===== config.mk =====
export PLATFORM = sky130hd
export DESIGN_NAME = branch_hist_table
export DESIGN_NICKNAME = d
export VERILOG_FILES = /design/src/rtl/bht_pkg.sv /design/src/rtl/bht_ram.sv /design/src/rtl/bht_ctrl.sv /design/src/rtl/bht_dp.sv /design/src/rtl/branch_hist_table.sv
export SDC_FILE = /design/constraint.sdc
export NUM_CORES = 1
export LEC_CHECK = 0
export ABC_AREA = 1
export ABC_CLOCK_PERIOD_IN_PS = 4640
export BUFFER_PORTS_ARGS = -buffer_cell sky130_fd_sc_hd__buf_2
export CORE_UTILIZATION = 39
export CTS_CLUSTER_DIAMETER = 40
export DETAILED_ROUTE_END_ITERATION = 7
export PLACE_DENSITY = 0.64
export SLEW_MARGIN = 30
export SYNTH_ARGS = -nofsm -noshare
export SYNTH_HDL_FRONTEND = slang
export SYNTH_SLANG_ARGS = --single-unit

===== constraint.sdc =====
create_clock -name clk -period 4.64 [get_ports clk]
set_clock_uncertainty 0.2 [all_clocks]
set_input_delay 0.696 -clock clk [delete_from_list [all_inputs] [get_ports clk]]
set_output_delay 0.696 -clock clk [all_outputs]
set_load 0.05 [all_outputs]

===== src/rtl/bht_pkg.sv =====
package bht_pkg;

  typedef struct packed {
    logic       valid;
    logic [1:0] ctr;
  } bhtEntry_t;

  localparam int ENTRY_W = $bits(bhtEntry_t);

  typedef enum logic [1:0] {SRC_RAM, SRC_UPD, SRC_AUX} predSrc_t;

  // control -> datapath strobes
  typedef struct packed {
    logic     wrEn;
    logic     auxLoad;
    logic     rmwFromAux;
    predSrc_t predSrc;
  } bhtStrobe_t;

  // datapath -> control index comparisons
  typedef struct packed {
    logic lookHitUpd;
    logic lookHitAux;
    logic updHitAux;
  } bhtMatch_t;

  function automatic bhtEntry_t bumpEntry(bhtEntry_t cur, logic taken);
    logic [1:0] base;
    bhtEntry_t  nxt;
    base      = cur.valid ? cur.ctr : 2'd1;
    nxt.valid = 1'b1;
    if (taken) nxt.ctr = (base == 2'd3) ? 2'd3 : base + 2'd1;
    else       nxt.ctr = (base == 2'd0) ? 2'd0 : base - 2'd1;
    return nxt;
  endfunction

endpackage


===== src/rtl/bht_ram.sv =====
module bht_ram #(
  parameter int IDX_W  = 6,
  parameter int DATA_W = 3
) (
  input  logic              clk,
  input  logic              rstN,
  input  logic [IDX_W-1:0]  rdAddr0,
  output logic [DATA_W-1:0] rdData0,
  input  logic [IDX_W-1:0]  rdAddr1,
  output logic [DATA_W-1:0] rdData1,
  input  logic              wrEn,
  input  logic [IDX_W-1:0]  wrAddr,
  input  logic [DATA_W-1:0] wrData
);
  localparam int DEPTH = 1 << IDX_W;

  logic [DATA_W-1:0] mem [DEPTH];

  // Read-during-write returns the old row on both read ports.
  always_ff @(posedge clk or negedge rstN) begin
    if (!rstN) begin
      for (int i = 0; i < DEPTH; i++) mem[i] <= '0;
      rdData0 <= '0;
      rdData1 <= '0;
    end else begin
      rdData0 <= mem[rdAddr0];
      rdData1 <= mem[rdAddr1];
      if (wrEn) mem[wrAddr] <= wrData;
    end
  end
endmodule


===== src/rtl/bht_ctrl.sv =====
module bht_ctrl
  import bht_pkg::*;
(
  input  logic       clk,
  input  logic       rstN,
  input  logic       updValid,
  input  bhtMatch_t  match,
  output bhtStrobe_t strobe
);
  logic s1Valid;   // update one cycle old, row data now out of RAM
  logic auxValid;  // update two cycles old, row held in aux buffer

  always_ff @(posedge clk or negedge rstN) begin
    if (!rstN) begin
      s1Valid  <= 1'b0;
      auxValid <= 1'b0;
    end else begin
      s1Valid  <= updValid;
      auxValid <= s1Valid;
    end
  end

  always_comb begin
    strobe.wrEn       = s1Valid;
    strobe.auxLoad    = s1Valid;
    strobe.rmwFromAux = auxValid && match.updHitAux;
    if (s1Valid && match.lookHitUpd)      strobe.predSrc = SRC_UPD;
    else if (auxValid && match.lookHitAux) strobe.predSrc = SRC_AUX;
    else                                   strobe.predSrc = SRC_RAM;
  end
endmodule


===== src/rtl/bht_dp.sv =====
module bht_dp
  import bht_pkg::*;
#(
  parameter int PC_W    = 32,
  parameter int IDX_W   = 6,
  parameter int ROW_OFS = 2
) (
  input  logic               clk,
  input  logic               rstN,
  input  logic [PC_W-1:0]    lookPcEarly,
  input  logic [PC_W-1:0]    updPc,
  input  logic               updTaken,
  input  bhtStrobe_t         strobe,
  input  logic [ENTRY_W-1:0] rdData0,
  input  logic [ENTRY_W-1:0] rdData1,
  output logic [IDX_W-1:0]   rdAddr0,
  output logic [IDX_W-1:0]   rdAddr1,
  output logic [IDX_W-1:0]   wrAddr,
  output logic [ENTRY_W-1:0] wrData,
  output bhtMatch_t          match,
  output logic               predValid,
  output logic               predTaken
);
  logic [IDX_W-1:0] lookIdxQ, s1Idx, auxIdx;
  logic             s1Taken;
  bhtEntry_t        auxEntry, oldEntry, newEntry, predEntry;

  assign rdAddr0 = lookPcEarly[ROW_OFS +: IDX_W];
  assign rdAddr1 = updPc[ROW_OFS +: IDX_W];

  always_ff @(posedge clk or negedge rstN) begin
    if (!rstN) begin
      lookIdxQ <= '0;
      s1Idx    <= '0;
      s1Taken  <= 1'b0;
      auxIdx   <= '0;
      auxEntry <= '0;
    end else begin
      lookIdxQ <= rdAddr0;
      s1Idx    <= rdAddr1;
      s1Taken  <= updTaken;
      if (strobe.auxLoad) begin
        auxIdx   <= s1Idx;
        auxEntry <= newEntry;
      end
    end
  end

  // read-modify-write: forward the row still in flight to the RAM
  assign oldEntry = strobe.rmwFromAux ? auxEntry : bhtEntry_t'(rdData1);
  assign newEntry = bumpEntry(oldEntry, s1Taken);
  assign wrAddr   = s1Idx;
  assign wrData   = newEntry;

  assign match.lookHitUpd = (lookIdxQ == s1Idx);
  assign match.lookHitAux = (lookIdxQ == auxIdx);
  assign match.updHitAux  = (s1Idx == auxIdx);

  always_comb begin
    unique case (strobe.predSrc)
      SRC_UPD: predEntry = newEntry;
      SRC_AUX: predEntry = auxEntry;
      default: predEntry = bhtEntry_t'(rdData0);
    endcase
  end

  assign predValid = predEntry.valid;
  assign predTaken = predEntry.valid && predEntry.ctr[1];
endmodule


===== src/rtl/branch_hist_table.sv =====
module branch_hist_table
  import bht_pkg::*;
#(
  parameter int PC_W    = 32,
  parameter int IDX_W   = 6,
  parameter int ROW_OFS = 2
) (
  input  logic            clk,
  input  logic            rstN,
  input  logic [PC_W-1:0] lookPcEarly,
  output logic            predValid,
  output logic            predTaken,
  input  logic            updValid,
  input  logic [PC_W-1:0] updPc,
  input  logic            updTaken
);
  bhtStrobe_t         strobe;
  bhtMatch_t          match;
  logic [IDX_W-1:0]   rdAddr0, rdAddr1, wrAddr;
  logic [ENTRY_W-1:0] rdData0, rdData1, wrData;

  bht_ctrl ctrl_i (
    .clk(clk), .rstN(rstN), .updValid(updValid), .match(match), .strobe(strobe)
  );

  bht_dp #(.PC_W(PC_W), .IDX_W(IDX_W), .ROW_OFS(ROW_OFS)) dp_i (
    .clk(clk), .rstN(rstN), .lookPcEarly(lookPcEarly), .updPc(updPc),
    .updTaken(updTaken), .strobe(strobe), .rdData0(rdData0), .rdData1(rdData1),
    .rdAddr0(rdAddr0), .rdAddr1(rdAddr1), .wrAddr(wrAddr), .wrData(wrData),
    .match(match), .predValid(predValid), .predTaken(predTaken)
  );

  bht_ram #(.IDX_W(IDX_W), .DATA_W(ENTRY_W)) ram_i (
    .clk(clk), .rstN(rstN), .rdAddr0(rdAddr0), .rdData0(rdData0),
    .rdAddr1(rdAddr1), .rdData1(rdData1), .wrEn(strobe.wrEn),
    .wrAddr(wrAddr), .wrData(wrData)
  );
endmodule


### After elaboration in Yosys (flattened, before gate mapping)

Cells that the tools add are included.

* $add $sub $neg: 2
* magnitude comparators: 4
* equality and inequality tests: 6
* muxes and demuxes: 17
* bitwise gates (word level): 3
* reductions and logical operators: 6

Operators with widths (number)
* 192-bit bitwise mux: 1
* 3-bit binary-select mux with 6-bit select: 2
* 7-bit greater-or-equal comparator, second input constant: 3
* 6-bit inverter with 7-bit output: 3
* 3-bit demux with 6-bit select: 1
* 6-bit equality test: 3
* 3-bit 2-to-1 mux: 6
* 2-bit 2-to-1 mux: 6
* 7-bit by 1-bit less-than comparator with 1-bit output, second input constant: 1
* 3-bit one-hot mux with 2 select lines: 1
* 1-bit logical AND: 5
* 2-bit equality test, second input constant: 2
* 2-bit by 1-bit adder with 2-bit output, second input constant: 1
* 2-bit by 1-bit equality test with 1-bit output, second input constant: 1
* 2-bit logical NOT: 1
* 2-bit by 1-bit subtractor with 2-bit output, second input constant: 1

* register bits: 222
* input port bits: 68
* output and inout port bits: 2
* word-level logic and storage cells: 112

### Longest topological paths before layout

* word-level depth: 9
* depth in mapped cells: 15
* depth with buffers taken out: 13

### Cells and area by module

A second synthesis with hierarchy kept.

* cells, all modules: 1745
* area, all modules: 12293.0 um^2

Modules (own cells, without submodules)
* bht_ram: times used 1, cells each 1604, area each 11016.8 um^2, seq. area each 4954.8 um^2
* bht_dp: times used 1, cells each 131, area each 1186.1 um^2, seq. area each 550.5 um^2
* bht_ctrl: times used 1, cells each 10, area each 90.1 um^2, seq. area each 50.0 um^2

### Least setup slack after synthesis

OpenSTA, ideal clock, no wires.

* kind: reg-to-output
* start point: register dp_i.s1Idx[4], in the netlist dp_i.wrAddr[4]
* end point: output port predTaken
* arrival time: 1.988 ns
* data required time: 3.744 ns
* setup slack: 1.756 ns
* cell stages (with the launch flop): 12
* buffers on the path: 0
* path through: dfrtp_1 inv_2 nand2_1 nand2_1 nand2_1 nor2_4 nand3_1 nand2_1 nand3_1 nand2_1 nand3_1 a21oi_1

* cells in the longest elaborated chain, start to end: 9
* elaborated cells on any way between the ends: 18
* those cells by class: add/sub (2); eq/ne (5); mux (7); reduce/logical (4)

Ends and longest elaborated chain
* start, declared: RTL line bht_dp.sv:24 `logic [IDX_W-1:0] lookIdxQ, s1Idx, auxIdx;`
* start signal, assigned: RTL line bht_dp.sv:40 `s1Idx <= rdAddr1;`
* 6-bit equality test: RTL line bht_dp.sv:57 `assign match.updHitAux = (s1Idx == auxIdx);`
* 1-bit logical AND: RTL line bht_ctrl.sv:26 `strobe.rmwFromAux = auxValid && match.updHitAux;`
* 3-bit 2-to-1 mux: RTL line bht_dp.sv:50 `assign oldEntry = strobe.rmwFromAux ? auxEntry : bhtEntry_t'(rdData1);`
* 2-bit 2-to-1 mux: RTL line bht_pkg.sv:30 `base = cur.valid ? cur.ctr : 2'd1;`
* 2-bit by 1-bit subtractor with 2-bit output, or another cell as far along: RTL line bht_pkg.sv:33 `else nxt.ctr = (base == 2'd0) ? 2'd0 : base - 2'd1;`
* 2-bit 2-to-1 mux, on equally long branches: RTL line bht_pkg.sv:33, bht_pkg.sv:32
* 2-bit 2-to-1 mux: RTL line bht_pkg.sv:32 `if (taken) nxt.ctr = (base == 2'd3) ? 2'd3 : base + 2'd1;`
* 3-bit one-hot mux with 2 select lines *: RTL line bht_dp.sv:60 `unique case (strobe.predSrc)`
* 1-bit logical AND *: RTL line bht_dp.sv:68 `assign predTaken = predEntry.valid && predEntry.ctr[1];`
* end, declared: RTL line branch_hist_table.sv:12 `output logic predTaken,`

Every way passes the cells marked *; elsewhere a longest branch is shown, timed or not.

### Worst setup path after layout

* start point: register dp_i.s1Idx[5], in the netlist dp_i.wrAddr[5]
* end point: output port predTaken

Same word-level chain as after synthesis.

==> run metrics <==
first-pass GRT wire length 54210 µm; worst min-delay path class in2reg; CTS clk-pin slew, worst paths 0.06 ns; worst endpoint required time 3.74 ns; ys async rst share 1.000; CP Max Fanout 10; CTS tree yes; leakage 6.022 nW; Overflow after GRT 0; initial antenna violation count 0; sequential fraction of the synthesis area 0.4914; fin cells 1826; vias in the first global route 9624; Slew Viols, Final 0; CTS Buf Count 38; Tcrit/Tclk final 0.7410; Die ar. 29540 µm²; largest net degree at the start of global routing 111; worst slack, placed 1.409 ns; row count 61; warnings from Yosys 0; RSZ-0062 raised after global routing no; Multi-input gate area 4925 µm²; Synth area leaders dfrtp_1, nand2_1, o21ai_0, o21ai_2, nor2_1; Yosys top cell area share 0.4914; Final TNS setup 0 ns; Tot Pwr 6.024 mW; die height 171.9 µm; Crit Path Category reg2out; post-CTS setup buffer count 0; crit path launch type flop; CP Capture Type output pin; Avg Inst Size Synth 7.943 µm²; IO Count 70; cell total after placement 1755; area delta synth->final 15.21%; Post-Syn Nets 1485; Clock Tree Buf Depth 3; top_reg_cell synth dfrtp_1; worst r2r path cells 12; DR iter-0 viols 1081; EDFF count, synth 0; Tot GR Track Use 0.2401; leading area contributor after synthesis dfrtp_1; status completed; fill count 2800; Pre-Repair DR Iteration Count 5; Starting Density 0.4007; Max VDD drop 0.2370 mV; fmax 0.2908 GHz; n_diodes 0; # setup viols final 0; Placer Congestion 0.8650; routed len/inst 18.77 µm; Max-Cap Viols 0; crit path DAT 2.54 ns; register area 5530 µm²; H-tree depth 2; Skew-Pair Late Insertion Delay 0.52 ns; final hold vios 0; Sink Count 221; Final ANT Viol Nets 0; Cell Area, Synth 11250 µm²; root buf cell clkbuf_16; Tmin final 3.438 ns; Final #Nets 1487; PnR worst setup slack 1.202 ns; chip width 171.9 µm; gate count of the mapped netlist 1417; Core Area 28090 µm²; worst hold stages 1; DRC violations left 0; Rel. slew slack 0.3009; PD cells 464.6 nW/µm²; Synth cell types 31; Worst-Margin Slew 1.047 ns; routed wire length 34280 µm; via count 10138; # port buffers 17; Synth Register Bits 221; share of cells above drive strength 1 0.1312; via density per instance 5.552; DP HPWL 20300 µm
-- sequential cells by signal, summed over array words and instances (netlist names) --
signal	count
ram_i.mem	192
dp_i.auxIdx	6
dp_i.lookIdxQ	6
dp_i.wrAddr	6
dp_i.auxEntry	3
ram_i.rdData1	3
ram_i.rdData0	2
ctrl_i.auxValid	1
ctrl_i.s1Valid	1
dp_i.s1Taken	1
-- per-stage QoR --
stage	area [µm²]	hold slack, ns	utilization
6_report	12970	0.1007	0.4616
5_1_grt	12970	0.09001	0.4616
4_1_cts	12930	0.08594	0.4603
3_5_place_dp	11620	0.2479	0.4137
3_3_place_gp	11590	0.2422	0.4127
2_1_floorplan	11250	0.2004	-
-- placed cells by master (no fill, tap or decap), types with 7 or more instances in the layout --
cell type    n
a21oi_1     59
buf_2       15
buf_4       19
clkbuf_16   39
clkinv_2     7
dfrtp_1    221
inv_1       96
inv_2        7
nand2_1    342
nand3_1     36
nor2_1     137
o211ai_1    16
o21ai_0    241
o21ai_1     38
o21ai_2     63
o221ai_1    11
o22ai_1     39
-- synth_stat cells, types with 2 or more instances --
cell	n
a21oi_1	59
a221oi_1	2
buf_1	4
buf_12	5
buf_2	7
buf_6	7
clkbuf_1	54
clkinv_1	3
dfrtp_1	221
inv_1	98
inv_2	5
nand2_1	343
nand2_2	3
nand3_1	36
nor2_1	140
nor2_4	2
nor3_1	8
o211ai_1	16
o21ai_0	241
o21ai_1	38
o21ai_2	63
o221ai_1	11
o22ai_1	39
xor2_1	5
-- repair_timing --
action                                 in CTS  in global routing
endpoints found under the hold margin       0                 21
gates resized for setup                     0                  0
hold buffers                                0                  1
-- layer usage --
layer / up-vias / GRT usage / share of wire
li1: 4746 / - / -
met5: - / 0 / 0
met3: 78 / 0.04669 / 0.092
met2: 474 / 0.3719 / 0.45
met1: 4840 / 0.3343 / 0.43
met4: 0 / 0.08426 / 0.025
-- kinds of logic after synthesis --
logic type,count (synthesis),share of synthesized area
xor gates and xnor gates,6,0.004669
and+or+nand+nor,535,0.1860
buffers and inverters,184,0.07437
DFF,221,0.4914
AOI/OAI and AO/OA,471,0.2436
-- critical path, stage by stage, from the launching register on --
cell and delay, ns:
dfrtp_1 0.63, inv_2 0.12, a21boi_2 0.14, nand2_1 0.09
nor2_4 0.15, nand3_1 0.09, nand2_1 0.09, nand3_1 0.11
nand2_1 0.12, nand3_1 0.08, a21oi_1 0.13, buf_2 0.28
-- worst paths after layout --
kind,slack (ns),to,from
setup / recovery,1.20,predTaken,dp_i.wrAddr[5]
min in group asynchronous,0.43,ram_i.mem[8],rstN
hold / removal,0.10,dp_i.s1Taken,updTaken
hold reg to reg,0.26,ram_i.mem[143],ram_i.mem[143]
max in group asynchronous,2.74,ram_i.mem[116],rstN
setup reg to reg,1.62,ram_i.mem[25],dp_i.wrAddr[5]
-- report_power, final --
part	switching, mW	leakage (nW)	internal (mW)
logic	0.548	2.49	0.268
clock network	0.985	0.640	1.87
registers	0.171	2.89	2.18
-- layout make-up --
| cell class | count | area share |
|---|---|---|
| clock buffer | 46 | 0.07961 |
| multi-input combinational | 1012 | 0.3798 |
| inverter | 106 | 0.03069 |
| tap | 378 | 0.03648 |
| timing repair buffer | 40 | 0.02548 |
| clock inverter | 23 | 0.02142 |
| sequential | 221 | 0.4265 |
Power figures use the tool's default switching activity.
